File: src/rtl/wdt_pkg.sv
package wdt_pkg;

  // Register byte offsets
  localparam int unsigned OFS_CTRL   = 'h0;
  localparam int unsigned OFS_RELOAD = 'h4;
  localparam int unsigned OFS_COUNT  = 'h8;
  localparam int unsigned OFS_ACK    = 'hC;

  // Control field positions
  localparam int unsigned BIT_RSTEN = 0;
  localparam int unsigned BIT_IRQEN = 2;
  localparam int unsigned SEL_LSB   = 3;
  localparam int unsigned BIT_RUN   = 5;
  localparam int unsigned PRE_LSB   = 8;

  // Length in prescaler ticks of the second divider stage
  function automatic int unsigned div_length(input int unsigned sel,
                                             input int unsigned base_log2);
    return 32'd1 << (base_log2 + sel);
  endfunction

  // Clock cycles between counter ticks
  function automatic int unsigned tick_period(input int unsigned pre,
                                              input int unsigned sel,
                                              input int unsigned base_log2);
    return (pre + 1) * div_length(sel, base_log2);
  endfunction

endpackage

File: src/rtl/wdt_regs.sv
module wdt_regs
  import wdt_pkg::*;
#(
  parameter int unsigned DATA_W = 32,
  parameter int unsigned ADDR_W = 4,
  parameter int unsigned CNT_W  = 16,
  parameter int unsigned PRE_W  = 8,
  parameter int unsigned SEL_W  = 2,
  parameter logic [CNT_W-1:0] CNT_RST = 'h8000,
  parameter logic [PRE_W-1:0] PRE_RST = 'h80,
  parameter logic [SEL_W-1:0] SEL_RST = '1
) (
  input  logic              clk,
  input  logic              rst_n,
  input  logic              bus_wr,
  input  logic              bus_rd,
  input  logic [ADDR_W-1:0] bus_addr,
  input  logic [DATA_W-1:0] bus_wdata,
  input  logic [CNT_W-1:0]  count_q,
  output logic [DATA_W-1:0] bus_rdata,
  output logic              rst_en,
  output logic              irq_en,
  output logic              run,
  output logic [SEL_W-1:0]  sel,
  output logic [PRE_W-1:0]  pre,
  output logic [CNT_W-1:0]  reload,
  output logic              ctrl_wr,
  output logic              cnt_wr,
  output logic              ack_wr
);

  logic reload_wr;
  logic unused_wdata;

  assign ctrl_wr   = bus_wr && (bus_addr == ADDR_W'(OFS_CTRL));
  assign reload_wr = bus_wr && (bus_addr == ADDR_W'(OFS_RELOAD));
  assign cnt_wr    = bus_wr && (bus_addr == ADDR_W'(OFS_COUNT));
  assign ack_wr    = bus_wr && (bus_addr == ADDR_W'(OFS_ACK));
  assign unused_wdata = ^bus_wdata;

  always_ff @(posedge clk or negedge rst_n) begin
    if (!rst_n) begin
      rst_en <= 1'b0;
      irq_en <= 1'b0;
      run    <= 1'b0;
      sel    <= SEL_RST;
      pre    <= PRE_RST;
      reload <= CNT_RST;
    end else begin
      if (ctrl_wr) begin
        rst_en <= bus_wdata[BIT_RSTEN];
        irq_en <= bus_wdata[BIT_IRQEN];
        run    <= bus_wdata[BIT_RUN];
        sel    <= bus_wdata[SEL_LSB +: SEL_W];
        pre    <= bus_wdata[PRE_LSB +: PRE_W];
      end
      if (reload_wr) reload <= bus_wdata[CNT_W-1:0];
    end
  end

  function automatic logic [DATA_W-1:0] ctrl_image(
    input logic r, input logic i, input logic g,
    input logic [SEL_W-1:0] s, input logic [PRE_W-1:0] p);
    logic [DATA_W-1:0] v;
    v = '0;
    v[BIT_RSTEN] = r;
    v[BIT_IRQEN] = i;
    v[BIT_RUN]   = g;
    v[SEL_LSB +: SEL_W] = s;
    v[PRE_LSB +: PRE_W] = p;
    return v;
  endfunction

  always_comb begin
    bus_rdata = '0;
    if (bus_rd) begin
      case (bus_addr)
        ADDR_W'(OFS_CTRL):   bus_rdata = ctrl_image(rst_en, irq_en, run, sel, pre);
        ADDR_W'(OFS_RELOAD): bus_rdata = DATA_W'(reload);
        ADDR_W'(OFS_COUNT):  bus_rdata = DATA_W'(count_q);
        default:             bus_rdata = '0;
      endcase
    end
  end

endmodule

File: src/rtl/wdt_prescale.sv
module wdt_prescale
  import wdt_pkg::*;
#(
  parameter int unsigned PRE_W     = 8,
  parameter int unsigned SEL_W     = 2,
  parameter int unsigned BASE_LOG2 = 4
) (
  input  logic             clk,
  input  logic             rst_n,
  input  logic             run,
  input  logic             restart,
  input  logic [PRE_W-1:0] pre,
  input  logic [SEL_W-1:0] sel,
  output logic             pre_tick,
  output logic             cnt_tick
);

  localparam int unsigned NSEL  = 2 ** SEL_W;
  localparam int unsigned DIV_W = BASE_LOG2 + NSEL - 1;

  logic [PRE_W-1:0] pre_q;
  logic [DIV_W-1:0] div_q;
  logic [DIV_W-1:0] last_tab [NSEL];

  for (genvar g = 0; g < NSEL; g++) begin : g_last
    localparam int unsigned LEN = div_length(g, BASE_LOG2);
    assign last_tab[g] = DIV_W'(LEN - 1);
  end

  assign pre_tick = run && !restart && (pre_q == pre);
  assign cnt_tick = pre_tick && (div_q == last_tab[sel]);

  always_ff @(posedge clk or negedge rst_n) begin
    if (!rst_n) begin
      pre_q <= '0;
      div_q <= '0;
    end else if (restart || !run) begin
      pre_q <= '0;
      div_q <= '0;
    end else if (pre_tick) begin
      pre_q <= '0;
      div_q <= cnt_tick ? '0 : div_q + 1'b1;
    end else begin
      pre_q <= pre_q + 1'b1;
    end
  end

endmodule

File: src/rtl/wdt_counter.sv
module wdt_counter #(
  parameter int unsigned CNT_W = 16,
  parameter logic [CNT_W-1:0] CNT_RST = 'h8000
) (
  input  logic             clk,
  input  logic             rst_n,
  input  logic             cnt_tick,
  input  logic             cnt_wr,
  input  logic [CNT_W-1:0] cnt_wdata,
  input  logic [CNT_W-1:0] reload,
  output logic [CNT_W-1:0] count_q,
  output logic             expire
);

  assign expire = cnt_tick && !cnt_wr && (count_q == '0);

  always_ff @(posedge clk or negedge rst_n) begin
    if (!rst_n)        count_q <= CNT_RST;
    else if (cnt_wr)   count_q <= cnt_wdata;
    else if (expire)   count_q <= reload;
    else if (cnt_tick) count_q <= count_q - 1'b1;
  end

endmodule

File: src/rtl/wdt_events.sv
module wdt_events #(
  parameter int unsigned RST_CYCLES = 128
) (
  input  logic clk,
  input  logic rst_n,
  input  logic expire,
  input  logic irq_en,
  input  logic rst_en,
  input  logic ack_wr,
  output logic irq_o,
  output logic sysrst_o
);

  localparam int unsigned PW = $clog2(RST_CYCLES + 1);

  logic [PW-1:0] pulse_q;

  always_ff @(posedge clk or negedge rst_n) begin
    if (!rst_n)                irq_o <= 1'b0;
    else if (expire && irq_en) irq_o <= 1'b1;
    else if (ack_wr)           irq_o <= 1'b0;
  end

  always_ff @(posedge clk or negedge rst_n) begin
    if (!rst_n)                pulse_q <= '0;
    else if (expire && rst_en) pulse_q <= PW'(RST_CYCLES);
    else if (pulse_q != '0)    pulse_q <= pulse_q - 1'b1;
  end

  assign sysrst_o = (pulse_q != '0);

endmodule

File: src/rtl/prescaled_wdog.sv
module prescaled_wdog #(
  parameter int unsigned DATA_W        = 32,
  parameter int unsigned ADDR_W        = 4,
  parameter int unsigned CNT_W         = 16,
  parameter int unsigned PRE_W         = 8,
  parameter int unsigned SEL_W         = 2,
  parameter int unsigned DIV_BASE_LOG2 = 4,
  parameter int unsigned RST_CYCLES    = 128,
  parameter logic [CNT_W-1:0] CNT_RST  = 'h8000,
  parameter logic [PRE_W-1:0] PRE_RST  = 'h80,
  parameter logic [SEL_W-1:0] SEL_RST  = '1
) (
  input  logic              clk,
  input  logic              rst_n,
  input  logic              bus_wr,
  input  logic              bus_rd,
  input  logic [ADDR_W-1:0] bus_addr,
  input  logic [DATA_W-1:0] bus_wdata,
  output logic [DATA_W-1:0] bus_rdata,
  output logic              irq_o,
  output logic              sysrst_o
);

  // Internal events, named for the checker
  logic             rst_en, irq_en, run;
  logic [SEL_W-1:0] sel;
  logic [PRE_W-1:0] pre;
  logic [CNT_W-1:0] reload;
  logic [CNT_W-1:0] count_q;
  logic [CNT_W-1:0] cnt_wdata;
  logic             ctrl_wr, cnt_wr, ack_wr;
  logic             pre_tick, cnt_tick, expire;

  assign cnt_wdata = bus_wdata[CNT_W-1:0];

  wdt_regs #(
    .DATA_W(DATA_W), .ADDR_W(ADDR_W), .CNT_W(CNT_W), .PRE_W(PRE_W),
    .SEL_W(SEL_W), .CNT_RST(CNT_RST), .PRE_RST(PRE_RST), .SEL_RST(SEL_RST)
  ) u_regs (
    .clk(clk), .rst_n(rst_n), .bus_wr(bus_wr), .bus_rd(bus_rd),
    .bus_addr(bus_addr), .bus_wdata(bus_wdata), .count_q(count_q),
    .bus_rdata(bus_rdata), .rst_en(rst_en), .irq_en(irq_en), .run(run),
    .sel(sel), .pre(pre), .reload(reload), .ctrl_wr(ctrl_wr),
    .cnt_wr(cnt_wr), .ack_wr(ack_wr)
  );

  wdt_prescale #(
    .PRE_W(PRE_W), .SEL_W(SEL_W), .BASE_LOG2(DIV_BASE_LOG2)
  ) u_prescale (
    .clk(clk), .rst_n(rst_n), .run(run), .restart(ctrl_wr),
    .pre(pre), .sel(sel), .pre_tick(pre_tick), .cnt_tick(cnt_tick)
  );

  wdt_counter #(
    .CNT_W(CNT_W), .CNT_RST(CNT_RST)
  ) u_counter (
    .clk(clk), .rst_n(rst_n), .cnt_tick(cnt_tick), .cnt_wr(cnt_wr),
    .cnt_wdata(cnt_wdata), .reload(reload), .count_q(count_q),
    .expire(expire)
  );

  wdt_events #(
    .RST_CYCLES(RST_CYCLES)
  ) u_events (
    .clk(clk), .rst_n(rst_n), .expire(expire), .irq_en(irq_en),
    .rst_en(rst_en), .ack_wr(ack_wr), .irq_o(irq_o), .sysrst_o(sysrst_o)
  );

endmodule

File: config.mk
export PLATFORM = sky130hd
export DESIGN_NAME = prescaled_wdog
export DESIGN_NICKNAME = d
export VERILOG_FILES = /design/src/rtl/wdt_pkg.sv /design/src/rtl/wdt_regs.sv /design/src/rtl/wdt_prescale.sv /design/src/rtl/wdt_counter.sv /design/src/rtl/wdt_events.sv /design/src/rtl/prescaled_wdog.sv
export SDC_FILE = /design/constraint.sdc
export NUM_CORES = 1
export LEC_CHECK = 0
export ABC_AREA = 1
export BUFFER_PORTS_ARGS = -buffer_cell sky130_fd_sc_hd__buf_2
export CAP_MARGIN = 25
export CORE_MARGIN = 1.5
export CORE_UTILIZATION = 48
export DETAILED_ROUTE_END_ITERATION = 8
export PLACE_DENSITY = 0.69
export SYNTH_ARGS = -nofsm -noshare
export SYNTH_HDL_FRONTEND = slang
export SYNTH_HIERARCHICAL = 1
export SYNTH_SLANG_ARGS = --single-unit
export TNS_END_PERCENT = 1
File: constraint.sdc
create_clock -name clk -period 5.3 [get_ports clk]
set_input_delay 0.53 -clock clk [delete_from_list [all_inputs] [get_ports clk]]
set_output_delay 0.53 -clock clk [all_outputs]
set_load 0.01 [all_outputs]
# [Word level (Yosys, flattened, before mapping)]
# Index checks and enable logic that the tools add are counted.
[word_totals] ff_bits=69 in_bits=40 output_inout_bits=34 wordCells=61
[op_classes] addsub=4 n_lt_le_gt_ge=1 eq_ne=5 mux=17 bitwise_logic=1 reduce_logical=22
[ops] op="$mux 16" n=3
[ops] op="$pmux 16 s3" n=1
[ops] op="$mux 7" n=5
[ops] op="$mux 32" n=1
[ops] op="$mux 8" n=4
[ops] op="$logic_not 16->1" n=1
[ops] op="$sub 16x1->16 const B" n=1
[ops] op="$bmux 7 s2" n=1
[ops] op="$logic_and 1x1->1" n=11
[ops] op="$add 8x1->8 const B" n=1
[ops] op="$eq 4x4->1 const B" n=2
[ops] op="$eq 8x8->1" n=1
[ops] op="$reduce_bool 8->1" n=1
[ops] op="$sub 8x1->8 const B" n=1
[ops] op="$add 7x1->7 const B" n=1
[ops] op="$eq 7x7->1" n=1
[ops] op="$reduce_bool 2->1" n=3
[ops] op="$eq 4x3->1 const B" n=1
[ops] op="$logic_not 4->1" n=1
[ops] op="$ge 3x3->1 const B" n=1
[ops] op="$logic_not 1->1" n=3
[ops] op="$not 2->3" n=1
[ops] op="$reduce_bool 3->1" n=1
[ops] op="$mux 1" n=2
[ops] op="$logic_or 1x1->1" n=1

# [Longest topological paths before layout]
# Gate-level depths: netlist (run 1).
[depth] depth_word=10 ltp_mapped=19 depth_no_buf=17

# [Cells and area by module]
# The synthesis (run 1) kept the hierarchy.
[by_module_without_submodules] mod="wdt_regs" instances=1 cells_each=250 area_each_um2=1826.8 seq_area_each_um2=730.7
[by_module_without_submodules] mod="wdt_counter" instances=1 cells_each=212 area_each_um2=1420.1 seq_area_each_um2=401.6
[by_module_without_submodules] mod="wdt_prescale" instances=1 cells_each=142 area_each_um2=997.2 seq_area_each_um2=375.4
[by_module_without_submodules] mod="wdt_events" instances=1 cells_each=70 area_each_um2=533.0 seq_area_each_um2=225.2

# [Least setup slack after synthesis (run 1)]
# OpenSTA, ideal clock, no wires.
[synth_timing] kind="input -> register" from="in bus_addr[1]" to="reg u_events.pulse_q[6]" setup_time_ns=0.071 arrival_ns=2.681 required_ns=5.229 slack_ns=2.548 cell_stages=19 path_buffers=3 path_cell_list="nor2_1 buf_2 nand2_2 nor2_4 buf_6 nor2_4 buf_2 nand3_1 nor2_1 inv_2 nor2_4 nand2_1 nor2_2 nand3_2 clkinv_2 nand2_2 nand3_2 inv_1 nor2_1"
[synth_between] elab_chain_cells=10 elab_cells_between_ends=14 classes_between="1 x eq/ne; 1 x mux; 12 x reduce/logical"
[synth_rtl] element="from (decl)" line_no="prescaled_wdog.sv:17" rtl="input logic [ADDR_W-1:0] bus_addr,"
[synth_rtl] element="$logic_not 4->1 *" line_no="wdt_regs.sv:35" rtl="assign ctrl_wr = bus_wr && (bus_addr == ADDR_W'(OFS_CTRL));"
[synth_rtl] element="$logic_and 1x1->1 *" line_no="wdt_regs.sv:35"
[synth_rtl] element="via ctrl_wr" line_no="prescaled_wdog.sv:31" rtl="logic ctrl_wr, cnt_wr, ack_wr;"
[synth_rtl] element="$logic_not 1->1 *" line_no="wdt_prescale.sv:30" rtl="assign pre_tick = run && !restart && (pre_q == pre);"
[synth_rtl] element="$logic_and 1x1->1 * (2 in a row)" line_no="wdt_prescale.sv:30"
[synth_rtl] element="$logic_and 1x1->1 *" line_no="wdt_prescale.sv:31" rtl="assign cnt_tick = pre_tick && (div_q == last_tab[sel]);"
[synth_rtl] element="via cnt_tick" line_no="prescaled_wdog.sv:32" rtl="logic pre_tick, cnt_tick, expire;"
[synth_rtl] element="$logic_and 1x1->1 * (2 in a row)" line_no="wdt_counter.sv:15" rtl="assign expire = cnt_tick && !cnt_wr && (count_q == '0);"
[synth_rtl] element="via expire" line_no="prescaled_wdog.sv:32"
[synth_rtl] element="$logic_and 1x1->1 *" line_no="wdt_events.sv:26" rtl="else if (expire && rst_en) pulse_q <= PW'(RST_CYCLES);"
[synth_rtl] element="$mux 8 / $reduce_bool 2->1 (equally long branches)"
[synth_rtl] element="to (signal assigned)" line_no="wdt_events.sv:26"
[synth_rtl] element="to (signal assigned)" line_no="wdt_events.sv:27" rtl="else if (pulse_q != '0) pulse_q <= pulse_q - 1'b1;"
[synth_rtl] element="to (decl)" line_no="wdt_events.sv:16" rtl="logic [PW-1:0] pulse_q;"
# The timed path passes the listed nets; every way through them passes the cells marked *.
# A chain may end at the register's enable or synchronous reset.

# [Final worst setup path (run 1)]
[layout_timing] from="in bus_addr[3]" to="reg u_events.pulse_q[6]"
# The elaborated chain is that of the path after synthesis.

==> results of run 1 <==
## stage by stage
stage | setup WS [ps] | utilization
2_1_floorplan | 2548 | -
3_3_place_gp | 1599 | 0.5107
3_5_place_dp | 1550 | 0.5118
4_1_cts | 1901 | 0.5295
5_1_grt | 1627 | 0.5295
6_report | 1893 | 0.5295
## power by group
part	leakage (nW)	internal (mW)	switching (mW)	total [mW]
clock network	0.0877	0.196	0.199	0.395
logic	1.75	0.133	0.243	0.376
registers	0.868	0.608	0.0940	0.702
## registers in the layout (all words and copies together) (netlist names)
name,count
u_regs/reload,16
u_counter/count_q,16
u_regs/pre,8
u_regs/run,1
u_regs/sel,2
u_prescale/div_q,7
u_prescale/pre_q,8
u_regs/irq_en,1
u_events/pulse_q,8
u_events/irq_o,1
u_regs/rst_en,1
## final timing paths
check | from | cells past startpoint | slack, ps | end
max in group asynchronous | rst_n | 2 | 4340 | u_prescale/pre_q[1]$_DFF_PN0_
min | rst_n | 2 | 380 | u_events/pulse_q[2]$_DFFE_PN0P_
max reg2reg | u_prescale/div_q[1]$_DFFE_PN0P_ | 15 | 2210 | u_events/pulse_q[6]$_DFFE_PN0P_
min in group clk | bus_wdata[6] | 3 | 390 | u_regs/reload[6]$_DFFE_PN0P_
max | bus_addr[3] | 18 | 1890 | u_events/pulse_q[6]$_DFFE_PN0P_
min reg2reg | u_prescale/pre_q[0]$_DFF_PN0_ | 1 | 480 | u_prescale/pre_q[0]$_DFF_PN0_
## area by class of cell
class	count	area, µm²	area share
multi-input cells	503	2534	0.4919
flip-flops and latches	69	1733	0.3364
inverters	79	300.3	0.05829
repair buffers	46	246.5	0.04785
clock buffers	15	166.4	0.03231
well taps	133	166.4	0.03231
clock inverters	1	5.005	0.0009716
## logic make-up after synthesis
group                    count (synthesis)  synth area share
other                                    1         0.0007850
AO/OA/AOI/OAI                           72           0.08513
XOR/XNOR                                13           0.02383
adder cells (fa/ha/maj)                  6           0.01571
flip-flops                              69            0.3628
buffers and inverters                  117            0.1202
AND/OR/NAND/NOR                        396            0.3916
## routing by layer
metal	GRT usage	routed length, µm	vias up
met5	0	0	-
met4	0.1123	274	0
met3	0.04000	636	21
met2	0.4091	6003	158
met1	0.3258	5253	2149
li1	-	-	2202
## Yosys cell counts
cell	instances	area [µm²]
inv_2	7	26.28
nand2_1	189	709.4
inv_1	70	262.8
inv_4	1	6.260
nor2_2	13	81.33
clkbuf_8	1	13.76
nand3_2	10	100.1
a21oi_1	6	30.03
buf_2	9	45.04
xnor2_1	10	87.58
o21ai_1	11	55.05
nand3b_1	4	30.03
nand4_1	6	37.54
nor2_8	2	40.04
nand2_2	6	37.54
nand3_4	1	17.52
ha_1	6	75.07
nor2_4	6	67.56
conb_1	1	3.750
nor2_1	54	202.7
nor3_1	4	20.02
buf_4	17	127.6
dfstp_2	5	131.4
a22oi_1	16	120.1
a21o_1	1	7.510
dfrtp_1	64	1602
nand2_4	1	11.26
clkbuf_1	4	15.01
clkbuf_2	1	5.000
buf_6	6	67.56
xor2_1	3	26.28
nand2_8	1	20.02
o21ai_0	37	185.2
nand3_1	99	495.5
o21ai_2	1	8.760
clkinv_2	1	5.000
## worst reg2reg max path: stages, from the launching register on
cell and delay (ps):
dfrtp_1 390, ha_1 210, nand3_1 170, nor2_1 170, nand3_1 220, nor2_1 350, inv_2 80, nor2_4 360
nand2_1 120, nor2_2 130, nand3_2 130, clkinv_2 190, nand2_2 170, nand3_2 150, inv_1 80, nor2_1 110
## layout by cell type, fill, tap and decap left out, types with 7 or more instances in the layout
| cell | synthesis | routed |
|---|---|---|
| nand3_2 | 10 | 10 |
| clkbuf_8 | 1 | 11 |
| inv_1 | 70 | 70 |
| nor2_1 | 54 | 53 |
| o21ai_1 | 11 | 11 |
| buf_2 | 9 | 41 |
| nor2_2 | 13 | 14 |
| a22oi_1 | 16 | 16 |
| nand2_1 | 189 | 189 |
| inv_2 | 7 | 7 |
| xnor2_1 | 10 | 10 |
| conb_1 | 1 | 16 |
| o21ai_0 | 37 | 37 |
| dfrtp_1 | 64 | 64 |
| nand3_1 | 99 | 99 |
==> results.sh, run 1 <==
export IMPL_slew_headroom=0.4106
export IMPL_die_h_um=102.8
export IMPL_place_congestion=0.8704
export IMPL_die_width_um=102.8
export IMPL_layout_nets=754
export IMPL_ctsResizeCount=0
export IMPL_grt_max_degree=70
export IMPL_core_mm2=0.009729
export IMPL_path_common_cell="nor2_4"
export IMPL_dieArea_mm2=0.01056
export IMPL_io_pins=74
export IMPL_slowest_delay_ps=360
export IMPL_track_usage=0.2494
export IMPL_final_layout_size_suffix_gt1_frac=0.1613
export IMPL_hold_viol_final=0
export IMPL_path_cells="buf_2, nor2_2, buf_4, nand2_2, nor2_4, nor2_4, nand3_1, nor2_1, inv_2, nor2_4, nand2_1, nor2_2, nand3_2, clkinv_2, nand2_2, nand3_2, inv_1, nor2_1"
export IMPL_ir_worst_vdd_mv=0.1126
export IMPL_htreeDepth=3
export IMPL_critPathSlowestCell="nor2_4"
export IMPL_syn_avg_cell_area_um2=7.088
export IMPL_total_power_mw=1.473
export IMPL_cts_root_buf="clkbuf_8"
export IMPL_clkLatencyLatePin_ps=350
export IMPL_path_clk_slew_ps=70
export IMPL_finClkSkew_ps=5.767
export IMPL_cellPowerDensity_mw_per_mm2=286.0
export IMPL_p_leak_nw=2.710
export IMPL_grt_pass1_wl_um=20360
export IMPL_cts_hold_buf=0
export IMPL_routed_wl_um=12170
export IMPL_worst_slew_pin_slew_ps=884.1
export IMPL_cts_buffer_depth=2
export IMPL_via_count=4530
export IMPL_wl_per_cell_um=14.38
export IMPL_cp_required_ps=5580
export IMPL_design_area_mm2=0.005151
export IMPL_place_area_mm2=0.004980
export IMPL_antenna_left=0
export IMPL_place_hpwl_um=8608
export IMPL_portBuffers=41
export IMPL_drt_initial_drc_count=333
export IMPL_diodes=0
export IMPL_rows=36
export IMPL_cp_end_kind="flop"
export IMPL_yosysWarnings=6
export IMPL_grt_pass1_vias=4232
export IMPL_worstPathArrival_ps=3690
export IMPL_ys_seq_area_frac=0.3628
export IMPL_rsz0062_at_grt="no"
export IMPL_place_inst=830
export IMPL_worstPathMaxFanout=16
export IMPL_drc_errors=0
export IMPL_layout_min_cycle_time_ps=3407
export IMPL_crit_buf_inv=5
export IMPL_whs_ps=376.1
export IMPL_ys_types=36
export IMPL_clock_fmax_mhz=293.5
export IMPL_slew_violations=0
export IMPL_outcome="complete, no violations"
export IMPL_dr_pass1_iters=6
export IMPL_clock_sinks=69
export IMPL_crit_family="simple AND/OR/NAND/NOR gates"
export IMPL_fillCellCount=993
export IMPL_synthCells=674
export IMPL_fin_cells=846
export IMPL_postCtsSetupBuffers=0
export IMPL_syn_to_final_growth_pct=7.831
export IMPL_grt_antenna_before_repair=0
export IMPL_numCtsBuffers=9
export IMPL_post_route_period_util=0.6429
export IMPL_maxCapViolCount=0
export IMPL_ys_seq_elements=69
export IMPL_synth_cell_area_mm2=0.004777
export IMPL_critPathLaunchType="primary input"
export IMPL_tritoncts="yes"
export IMPL_hold_path_class="in2async"
export IMPL_setup_violations=0
export IMPL_initial_core_util=0.4910
export IMPL_grt_overflow=0
export IMPL_critPathKind="in2reg"
export IMPL_fin_tns_setup_ps=0
export IMPL_vias_per_cell=5.355
Note: power is estimated with default switching activity, not from simulation.
==> run 2: changes to the inputs <==
PLACE_DENSITY = 0.72   (was 0.69)
clock period = 2.76 ns   (was 5.3 ns; I/O delays follow)
==> run 2 against run 1 <==
Sequential cell count stayed put. Non-clock buffer count is 8 higher. Clock skew is 5.5 ps higher. Utilization is 0.76 points higher.
==> results.sh, run 2 (synthesis results as in run 1) <==
export IMPL_critPathLaunchType="flop"
export IMPL_path_clk_slew_ps=70
export IMPL_routed_wl_um=12090
export IMPL_vias_per_cell=5.333
export IMPL_rows=36
export IMPL_wl_per_cell_um=14.15
export IMPL_dr_pass1_iters=5
export IMPL_r2r_end="u_events/pulse_q[4]$_DFFE_PN0P_"
export IMPL_grt_pass1_wl_um=19940
export IMPL_critPathKind="reg2reg"
export IMPL_fillCellCount=932
export IMPL_p_seq_frac=0.474
export IMPL_crit_family="simple AND/OR/NAND/NOR gates"
export IMPL_grt_overflow=0
export IMPL_tritoncts="yes"
export IMPL_cts_root_buf="clkbuf_8"
export IMPL_portBuffers=41
export IMPL_power_internal_mw=1.831
export IMPL_p_sw_frac=0.3552
export IMPL_place_inst=838
export IMPL_startpoint="u_prescale/div_q[0]$_DFFE_PN0P_"
export IMPL_layout_common_cells="189 x nand2_1, 99 x nand3_1, 70 x inv_1"
export IMPL_core_mm2=0.009729
export IMPL_layout_nets=762
export IMPL_clock_fmax_mhz=401.9
export IMPL_htreeDepth=3
export IMPL_crit_buf_inv=3
export IMPL_drc_errors=0
export IMPL_p_leak_nw=2.752
export IMPL_via_count=4554
export IMPL_numCtsBuffers=9
export IMPL_drt_initial_drc_count=267
export IMPL_clkPwrFrac=0.269
export IMPL_hold_viol_final=0
export IMPL_multiInputGateArea_mm2=0.002541
export IMPL_syn_to_final_growth_pct=9.377
export IMPL_fin_tns_setup_ps=0
export IMPL_grt_antenna_before_repair=0
export IMPL_io_pins=74
export IMPL_hold_path_class="in2async"
export IMPL_track_usage=0.2416
export IMPL_rsz0062_at_grt="no"
export IMPL_cts_buffer_depth=2
export IMPL_die_width_um=102.8
export IMPL_slew_headroom=0.4061
export IMPL_critPathSlowestCell="dfrtp_1"
export IMPL_total_power_mw=2.839
export IMPL_dieArea_mm2=0.01056
export IMPL_clkLatencyLatePin_ps=350
export IMPL_final_common_cell="nand2_1"
export IMPL_fin_cells=854
export IMPL_reg2reg_from="u_prescale/div_q[0]$_DFFE_PN0P_"
export IMPL_grt_pass1_vias=4225
export IMPL_antenna_left=0
export IMPL_diodes=0
export IMPL_worstPathMaxFanout=10
export IMPL_reg2reg_depth=15
export IMPL_final_layout_size_suffix_gt1_frac=0.1734
export IMPL_clock_sinks=69
export IMPL_layout_min_cycle_time_ps=2488
export IMPL_finClkSkew_ps=11.23
export IMPL_p_sw_mw=1.008
export IMPL_initial_core_util=0.4910
export IMPL_die_h_um=102.8
export IMPL_post_route_period_util=0.9016
export IMPL_top_regs="u_counter/count_q: 16 flops, u_regs/reload: 16 flops"
export IMPL_ir_worst_vdd_mv=0.2322
export IMPL_cts_hold_buf=0
export IMPL_worst_slew_pin_slew_ps=890.9
export IMPL_postCtsSetupBuffers=0
export IMPL_cp_required_ps=3030
export IMPL_path_cells="ha_1, nand3_1, nor2_1, nand3_1, nor2_4, inv_2, nor2_4, nand2_1, nor2_2, nand3_2, clkinv_2, nand2_2, nand3_2, inv_1, nor2_1"
export IMPL_maxCapViolCount=0
export IMPL_combinationalPowerShare=0.257
export IMPL_place_hpwl_um=8599
export IMPL_reg2reg_slack_ps=270
export IMPL_grt_max_degree=46
export IMPL_regArea_mm2=0.001733
export IMPL_cp_end_kind="flop"
export IMPL_setup_violations=0
export IMPL_cellPowerDensity_mw_per_mm2=543.3
export IMPL_slew_violations=0
export IMPL_outcome="complete, no violations"
export IMPL_slowest_delay_ps=400
export IMPL_worstPathArrival_ps=2760
export IMPL_place_congestion=0.9828
-- run 2: cell types whose count changed in the layout (fill, tap and decap cells not counted), sizes merged --
cell  previous run  this run
buf             46        54
-- run 2: how the worst max path moves through the flow --
stage                                       to  depth (start not counted)
3_3_place_gp   u_events/pulse_q[6]$_DFFE_PN0P_                         15
4_1_cts        u_events/pulse_q[4]$_DFFE_PN0P_                         15
5_1_grt        u_events/pulse_q[6]$_DFFE_PN0P_                         15
3_5_place_dp   u_events/pulse_q[4]$_DFFE_PN0P_                         15
2_1_floorplan  u_events/pulse_q[6]$_DFFE_PN0P_                         19
6_report       u_events/pulse_q[4]$_DFFE_PN0P_                         15
-- run 2: routing by layer --
metal / GRT usage / part of all wire
met4: 0.09148 / 0.016
met3: 0.03390 / 0.056
met5: 0 / 0
met2: 0.4223 / 0.51
met1: 0.3046 / 0.42
-- run 2: worst reg2reg max path: cells and delay by family, from the launching register on --
kind | cells | cell delay (ps)
flops | 1 | 400
simple gates | 11 | 1480
fa+ha+maj | 1 | 210
buf+inv | 3 | 330
-- run 2: final cells by class --
class,instances,area share
clock buffer,15,0.03376
clock inverter,1,0.0009579
inverter,79,0.05747
multi-input combinational,503,0.4864
sequential,69,0.3317
tap,133,0.03185
timing repair buffer,54,0.05795
-- run 2: power groups by stage --
stage               logic [mW]  clock network, mW  registers, mW
floorplan                0.575                  0           1.31
global placement         0.701                  0           1.35
detailed placement       0.720                  0           1.36
CTS                      0.724              0.786           1.34
global route             0.838              0.825           1.37
finish                   0.729              0.765           1.35
-- run 2: stage by stage --
step	worst slack [ps]	utilization	instance area [µm²]	hold slack, ps
6_report	271.7	0.5370	5225	50.27
5_1_grt	26.59	0.5370	5225	111.2
4_1_cts	181.3	0.5363	5218	60.12
3_5_place_dp	246.9	0.5176	5036	444.2
3_3_place_gp	288.3	0.5176	5036	434.3
2_1_floorplan	261.9	-	4833	-19.59
-- run 2: what timing repair did --
item / 4_1_cts / 5_1_grt
endpoints found under the setup margin: 0 / 3
hold endpoints to repair: 0 / 0
gates resized for setup: 0 / 2
